**config.mk**
```make
export PLATFORM = sky130hd
export DESIGN_NAME = dualModeIdStream
export DESIGN_NICKNAME = d
export VERILOG_FILES = /design/src/rtl/ids_pkg.sv /design/src/rtl/idsInFilter.sv /design/src/rtl/idsModeCtrl.sv /design/src/rtl/idsStreamPath.sv /design/src/rtl/dualModeIdStream.sv
export SDC_FILE = /design/constraint.sdc
export NUM_CORES = 1
export LEC_CHECK = 0
export BUFFER_PORTS_ARGS = -buffer_cell sky130_fd_sc_hd__clkbuf_2
export CORE_MARGIN = 2
export CORE_UTILIZATION = 55
export CTS_CLUSTER_DIAMETER = 120
export CTS_CLUSTER_SIZE = 28
export DETAILED_ROUTE_END_ITERATION = 12
export GPL_ROUTABILITY_DRIVEN = 0
export PLACE_DENSITY = 0.8
export SYNTH_ARGS = -nofsm -noshare
export SYNTH_HDL_FRONTEND = slang
export SYNTH_SLANG_ARGS = --single-unit
export TNS_END_PERCENT = 30
```
**constraint.sdc**
```tcl
create_clock -name clk -period 1.95 [get_ports clk]
set_input_delay 0.4875 -clock clk [delete_from_list [all_inputs] [get_ports clk]]
set_output_delay 0.4875 -clock clk [all_outputs]
set_load 0.01 [all_outputs]
```
**src/rtl/ids_pkg.sv**
```systemverilog
package ids_pkg;
  typedef enum logic [1:0] {
    MODE_TX    = 2'd0,
    MODE_TRANS = 2'd1,
    MODE_BIDIR = 2'd2
  } idsMode_e;

  typedef struct packed {
    logic streamEn;
    logic advance;
  } idsStrobe_t;
endpackage

```
**src/rtl/idsInFilter.sv**
```systemverilog
module idsInFilter #(
  parameter int   SYNC_STAGES = 2,
  parameter int   FILT_LEN    = 4,
  parameter logic RESET_VAL   = 1'b0
) (
  input  logic clk,
  input  logic rstN,
  input  logic rawIn,
  output logic rise,
  output logic fall
);
  localparam int CW = $clog2(FILT_LEN + 1);

  logic [SYNC_STAGES-1:0] syncQ;
  logic                   syncVal;
  logic [CW-1:0]          stableCnt;
  logic                   filtQ;
  logic                   filtPrev;

  assign syncVal = syncQ[SYNC_STAGES-1];

  always_ff @(posedge clk or negedge rstN) begin
    if (!rstN) begin
      syncQ     <= {SYNC_STAGES{RESET_VAL}};
      stableCnt <= '0;
      filtQ     <= RESET_VAL;
      filtPrev  <= RESET_VAL;
    end else begin
      syncQ    <= {syncQ[SYNC_STAGES-2:0], rawIn};
      filtPrev <= filtQ;
      if (syncVal == filtQ) begin
        stableCnt <= '0;
      end else if (stableCnt == CW'(FILT_LEN - 1)) begin
        filtQ     <= syncVal;
        stableCnt <= '0;
      end else begin
        stableCnt <= stableCnt + 1'b1;
      end
    end
  end

  assign rise = filtQ & ~filtPrev;
  assign fall = ~filtQ & filtPrev;
endmodule

```
**src/rtl/idsModeCtrl.sv**
```systemverilog
module idsModeCtrl
  import ids_pkg::*;
#(
  parameter int IDLE_PULSES = 128
) (
  input  logic       clk,
  input  logic       rstN,
  input  logic       vclkRise,
  input  logic       sclFall,
  input  logic       ctrlByteValid,
  output idsStrobe_t strobe,
  output logic [1:0] modeOut
);
  localparam int IW = $clog2(IDLE_PULSES + 1);

  idsMode_e        mode;
  logic [IW-1:0]   idleCnt;

  always_ff @(posedge clk or negedge rstN) begin
    if (!rstN) begin
      mode    <= MODE_TX;
      idleCnt <= '0;
    end else begin
      case (mode)
        MODE_TX: begin
          if (sclFall) begin
            mode    <= MODE_TRANS;
            idleCnt <= '0;
          end
        end
        MODE_TRANS: begin
          if (ctrlByteValid) begin
            mode <= MODE_BIDIR;
          end else if (sclFall) begin
            idleCnt <= '0;
          end else if (vclkRise) begin
            if (idleCnt == IW'(IDLE_PULSES - 1)) begin
              mode    <= MODE_TX;
              idleCnt <= '0;
            end else begin
              idleCnt <= idleCnt + 1'b1;
            end
          end
        end
        MODE_BIDIR: mode <= MODE_BIDIR;
        default:    mode <= MODE_TX;
      endcase
    end
  end

  always_comb begin
    strobe.streamEn = (mode == MODE_TX);
    strobe.advance  = (mode == MODE_TX) && vclkRise;
  end

  assign modeOut = mode;
endmodule

```
**src/rtl/idsStreamPath.sv**
```systemverilog
module idsStreamPath
  import ids_pkg::*;
#(
  parameter int DEPTH  = 128,
  parameter int DATA_W = 8
) (
  input  logic                       clk,
  input  logic                       rstN,
  input  idsStrobe_t                 strobe,
  input  logic [DATA_W-1:0]          memRdData,
  output logic [$clog2(DEPTH)-1:0]   memAddr,
  output logic                       memRdEn,
  output logic                       sdaOut,
  output logic                       sdaOe
);
  localparam int AW = $clog2(DEPTH);
  localparam int BW = $clog2(DATA_W);

  logic [AW-1:0] byteAddr;
  logic [BW-1:0] bitCnt;
  logic [BW-1:0] bitSelD;

  always_ff @(posedge clk or negedge rstN) begin
    if (!rstN) begin
      byteAddr <= '0;
      bitCnt   <= '0;
      bitSelD  <= '0;
    end else begin
      bitSelD <= bitCnt;
      if (!strobe.streamEn) begin
        byteAddr <= '0;
        bitCnt   <= '0;
      end else if (strobe.advance) begin
        if (bitCnt == BW'(DATA_W - 1)) begin
          bitCnt   <= '0;
          byteAddr <= (byteAddr == AW'(DEPTH - 1)) ? '0 : byteAddr + 1'b1;
        end else begin
          bitCnt <= bitCnt + 1'b1;
        end
      end
    end
  end

  assign memAddr = byteAddr;
  assign memRdEn = strobe.streamEn;
  assign sdaOut  = memRdData[BW'(DATA_W - 1) - bitSelD];
  assign sdaOe   = strobe.streamEn;
endmodule

```
**src/rtl/dualModeIdStream.sv**
```systemverilog
module dualModeIdStream
  import ids_pkg::*;
#(
  parameter int DEPTH       = 128,
  parameter int DATA_W      = 8,
  parameter int FILT_LEN    = 4,
  parameter int SYNC_STAGES = 2,
  parameter int IDLE_PULSES = 128,
  localparam int ADDR_W     = $clog2(DEPTH)
) (
  input  logic              clk,
  input  logic              rstN,
  input  logic              vclkIn,
  input  logic              sclIn,
  input  logic              ctrlByteValid,
  input  logic [DATA_W-1:0] memRdData,
  output logic [ADDR_W-1:0] memAddr,
  output logic              memRdEn,
  output logic              sdaOut,
  output logic              sdaOe,
  output logic [1:0]        modeOut
);
  logic       vclkRise;
  logic       vclkFall;
  logic       sclRise;
  logic       sclFall;
  idsStrobe_t strobe;

  idsInFilter #(.SYNC_STAGES(SYNC_STAGES), .FILT_LEN(FILT_LEN), .RESET_VAL(1'b0)) u_vclkFilt (
    .clk(clk), .rstN(rstN), .rawIn(vclkIn), .rise(vclkRise), .fall(vclkFall)
  );

  idsInFilter #(.SYNC_STAGES(SYNC_STAGES), .FILT_LEN(FILT_LEN), .RESET_VAL(1'b1)) u_sclFilt (
    .clk(clk), .rstN(rstN), .rawIn(sclIn), .rise(sclRise), .fall(sclFall)
  );

  idsModeCtrl #(.IDLE_PULSES(IDLE_PULSES)) u_ctrl (
    .clk(clk), .rstN(rstN), .vclkRise(vclkRise), .sclFall(sclFall),
    .ctrlByteValid(ctrlByteValid), .strobe(strobe), .modeOut(modeOut)
  );

  idsStreamPath #(.DEPTH(DEPTH), .DATA_W(DATA_W)) u_path (
    .clk(clk), .rstN(rstN), .strobe(strobe), .memRdData(memRdData),
    .memAddr(memAddr), .memRdEn(memRdEn), .sdaOut(sdaOut), .sdaOe(sdaOe)
  );

  logic unusedEdges;
  assign unusedEdges = vclkFall ^ sclRise;
endmodule

```
* Word level (Yosys, flattened, before mapping)
Cells that the tools add are included.
** Word-level totals
- Input bits :: 13
- Word-level logic and storage cells :: 76
- Output and inout port bits :: 12
- Register bits after elaboration :: 37
** Cells by class
- Mux-type cells :: 25
- Order comparisons :: 1
- Eq/ne operators :: 17
- Add/sub/neg operators :: 6
- Bitwise logic cells :: 6
- Reduce and logical (&&, ||, !) cells :: 8
** Operators with widths (number)
- 8-bit two-way mux :: 5
- 7-bit two-way mux :: 4
- 3-bit two-way mux :: 7
- 8-bit case mux with 2 select lines :: 1
- 2-bit two-way mux :: 5
- 3-bit by 1-bit adder with 3-bit output, second input constant :: 3
- 3-bit by 2-bit != test with 1-bit output, second input constant :: 3
- 8-bit by 1-bit adder with 8-bit output, second input constant :: 1
- 8-bit by 7-bit equality test with 1-bit output, second input constant :: 1
- 4-bit AND reduction :: 2
- 7-bit by 1-bit adder with 7-bit output, second input constant :: 1
- 7-bit equality test, second input constant :: 1
- 3-bit by 2-bit equality test with 1-bit output, second input constant :: 2
- 2-bit by 1-bit != test with 1-bit output, second input constant :: 3
- 2-bit case mux with 3 select lines :: 1
- 2-bit AND reduction :: 3
- 3-bit by 4-bit < comparator with 1-bit output, second input constant :: 1
- 1-bit inverter :: 4
- 1-bit binary-select mux with 3-bit select :: 1
- 3-bit equality test, second input constant :: 1
- 3-bit != test, second input constant :: 1
- 3-bit subtractor, first input constant :: 1
- 1-bit bitwise AND :: 2
- 1-bit equality test :: 2
- other kinds (7) :: 7

* Longest topological paths before layout
- Depth after elaboration :: 6
- Mapped depth :: 6
- Mapped depth without buffers :: 6

* By module
A second synthesis with hierarchy kept.
** Unflattened totals
- Cells, all modules :: 157
- Area total of the unflattened synthesis :: 1766.7 sq um
** Modules (own cells, without submodules)
- idsStreamPath :: seq. area each 325.3 sq um, instances 1, cells each 61, area an instance 668.1 sq um
- idsModeCtrl :: seq. area each 250.2 sq um, instances 1, cells each 64, area an instance 569.3 sq um
- idsInFilter (u_sclFilt) :: seq. area each 180.2 sq um, instances 1, cells each 16, area an instance 265.3 sq um
- idsInFilter (u_vclkFilt) :: seq. area each 175.2 sq um, instances 1, cells each 16, area an instance 264.0 sq um

* Least setup slack after synthesis
OpenSTA, ideal clock, no wires.
- Kind :: input -> output
- Start :: input port memRdData[0]
- End :: output port sdaOut
- Data arrival time :: 1.217 ns
- Data required time :: 1.462 ns
- Path slack :: 0.246 ns
- Path buffers :: 0
- Stages :: 2
- Cells stage by stage :: mux4_2 mux2_2
** Between the ends
- Longest elaborated chain between the ends :: 2
** RTL lines
- start: declaration :: line dualModeIdStream.sv:16 : input logic [DATA_W-1:0] memRdData,
- 1-bit binary-select mux with 3-bit select :: line idsStreamPath.sv:46 : assign sdaOut = memRdData[BW'(DATA_W - 1) - bitSelD];
- 1-bit two-way mux (implied by the code) :: line idsStreamPath.sv:46
- end: declaration :: line dualModeIdStream.sv:19 : output logic sdaOut,
Every way passes these cells. The select of a mux whose other input is x is not followed.

* Worst setup path in the final report
- Start :: register u_path.bitSelD[0]
- End :: output port sdaOut
** Between the ends
- Longest elaborated chain between the ends :: 3
** RTL lines
- start: declaration :: line idsStreamPath.sv:21 : logic [BW-1:0] bitSelD;
- start signal: assignment :: line idsStreamPath.sv:29 : bitSelD <= bitCnt;
- 3-bit subtractor :: line idsStreamPath.sv:46
- 1-bit binary-select mux with 3-bit select :: line idsStreamPath.sv:46
- 1-bit two-way mux (implied by the code) :: line idsStreamPath.sv:46
Every way passes these cells. The select of a mux whose other input is x is not followed.

==> impl_metrics.tcl <==
set metrics [dict create \
    status "finished, violations left" \
    violations "setup timing" \
    ys_seq_area_share_pct 54.4 \
    clk_latency_ns 0.35 \
    setup_viol 1 \
    worstSetupPathType "reg -> out" \
    start_util_pct 57.0 \
    yosysWarnings 0 \
    synth_ff_type "dfrtp_1" \
    wl_um 2980 \
    die_area_um2 3570 \
    yosys-top-cells-area "dfrtp_1 (48%), dfstp_2 (6.1%), a21oi_1 (4.4%)" \
    area_growth_syn_to_layout_pct 15.1 \
    dieHeight_um 59.8 \
    core_um2 3000 \
    num_vias 1269 \
    wire_per_inst_um 13.5 \
    finalCritPeriodShare_pct 111 \
    cts_made_buffers 5 \
    power.leakage_nw 0.888 \
    avgViaCountPerCell 5.77 \
    ant_nets 0 \
    cp_slowest_stage_delay_ns 0.51 \
    mostFrequentLayoutCells "dfrtp_1 (32), clkbuf_2 (23), nand2_1 (17)" \
    layout_commonest_cell "dfrtp_1" \
    rsz0062_at_grt "true" \
    timing.final.ws_setup_ns -0.205 \
    grt_pass1_vias 1262 \
    placed_cells 212 \
    portBuffers 24 \
    grt_max_degree 21 \
    async_flop_share_pct 100 \
    fin_skew_ns 0.00107 \
    layout-drive-gt1-share_pct 26.2 \
    synth_area_leader_cell "dfrtp_1" \
    holdWs_ns 0.0823 \
    grt_pass1_wl_um 5210 \
    synth_fp_nets 174 \
    required_ns 1.46 \
    drt_first_pass_iters 4 \
    finalWorstPathRequiredPeriod_ns 2.15 \
    worstPathMaxFanout 2 \
    ioPinCount 25 \
    synth_cells 155 \
    root_buffer "clkbuf_4" \
    fin_cells 220 \
    rows 20 \
    worstPathArrival_ns 1.67 \
    irDropWorstVdd_uv 580 \
    ys_seq_elements 37 \
    htree_levels 2 \
    ys_types 38 \
    die_w_um 59.8 \
    grtUsageTotal_pct 19.8 \
    clock_path_buffers 2 \
    drcViolationCount 0 \
    power_density_nw_per_um2 831 \
    clk_pin_slew_ns 0.11 \
    antenna_found_initial 0 \
    gr-total-overflow 0 \
    clock-sinks 37 \
    crit_path_start_kind "flip-flop" \
    synth_edf_count 0 \
    fin_util_pct 65.5 \
    slowest_stage "mux4_2" \
    worst_pin_slew_ns 0.503 \
    nets 205 \
    hold_path_class "in -> async" \
    antenna_cells 0 \
    synth.cell_area_um2 1710 \
    dr.first_iter.drc_count 57 \
    hpwl_um 2220 \
    fmax_ghz 0.464 \
    crit_chain "mux4_2, mux2_4, buf_6" \
    slew_violations 0 \
    fillers 234 \
    ctsHoldBuffers 0 \
    syn_area_per_cell_um2 11.0 \
    final_hold_viol_count 0 \
    maxCapViolCount 0 \
    synth_top_cell_area_share_pct 48.3 \
    end_kind "primary output" \
    slew_headroom_pct 66.5 \
    cts_tree "done" \
]
-- cells in the mapped netlist, types with 4 or more instances --
master	number
o21ai_0	7
dfrtp_1	33
nor2_1	7
a21oi_1	15
nor2b_1	4
nand4_1	4
ha_1	6
dfstp_2	4
nand2_1	17
or3_1	8
inv_1	4
nor3b_1	4
nand3_1	4
-- critical path: cells and delay by family, from the launching register on --
| family | cells | cell delay [ns] |
|---|---|---|
| buf+inv | 1 | 0.12 |
| mux | 2 | 0.79 |
| flops | 1 | 0.41 |
-- cell families after synthesis --
group / share of synthesized area [%]
AND/OR/NAND/NOR: 22.4
buffers and inverters: 2.19
adder cells (fa/ha/maj): 4.39
AO/OA/AOI/OAI: 9.95
flip-flops: 54.4
XOR/XNOR: 2.05
multiplexers: 4.61
-- stage by stage --
step | worst slack [ns] | total power [mW] | TNS, ns | cell area, um2
global placement | 0.0633 | 1.17 | 0 | 1880
floorplan | 0.246 | 1.10 | 0 | 1710
CTS | -0.214 | 1.65 | -0.214 | 1960
global route | -0.262 | 1.73 | -0.262 | 1970
detailed placement | 0.0470 | 1.19 | 0 | 1880
finish | -0.205 | 1.64 | -0.205 | 1970
-- layer usage --
metal	wire length, um	global-route usage, %	up-vias
met5	0	0	-
met4	75	11.4	0
met3	163	4.98	10
met2	1490	34.2	35
met1	1250	21.8	607
li1	-	-	617
-- where the power goes --
part	leakage [nW]	internal, mW	switching (mW)
sequential	0.478	0.863	0.0655
combinational	0.368	0.132	0.114
clock	0.0413	0.209	0.252
total	0.888	1.20	0.432
-- sequential cells by signal, indices dropped and copies added (netlist names) --
signal / cells
u_vclkFilt.filtPrev: 1
u_sclFilt.stableCnt: 3
u_vclkFilt.stableCnt: 3
u_path.bitSelD: 3
u_ctrl.modeOut: 2
u_vclkFilt.filtQ: 1
u_sclFilt.filtQ: 1
u_sclFilt.filtPrev: 1
u_path.memAddr: 7
u_ctrl.idleCnt: 8
u_sclFilt.syncQ: 2
u_path.bitCnt: 3
u_vclkFilt.syncQ: 2
-- final timing paths --
| check | from | endpoint | slack (ns) | cells after the start |
|---|---|---|---|---|
| worst max-delay path | u_path.bitSelD[0] | sdaOut | -0.20 | 3 |
| min in group clk | sclIn | u_sclFilt.syncQ[0] | 0.21 | 1 |
| worst min-delay path | rstN | u_vclkFilt.stableCnt[1] | 0.08 | 1 |
| worst min register to register | u_sclFilt.syncQ[0] | u_sclFilt.syncQ[1] | 0.36 | 0 |
| max in group asynchronous | rstN | u_path.memAddr[1] | 1.40 | 2 |
| worst max register to register | u_sclFilt.filtPrev | u_ctrl.idleCnt[5] | 0.27 | 5 |
-- final cells by class --
class                           instances  area [um2]  share of cell area, %
Clock buffer                            7        65.1                   3.31
Clock inverter                          1        5.00                  0.254
Inverter                                4        15.0                  0.763
Multi-Input combinational cell        111         748                   38.0
Sequential cell                        37         932                   47.4
Tap cell                               33        41.3                   2.10
Timing Repair Buffer                   27         161                   8.20
-- repair_timing --
action / CTS / global route
resized for setup: 1 / 4
setup endpoints to repair: 3 / 2
pin swaps: 0 / 0
buffers inserted: 0 / 0
Power figures use the tool's default switching activity.
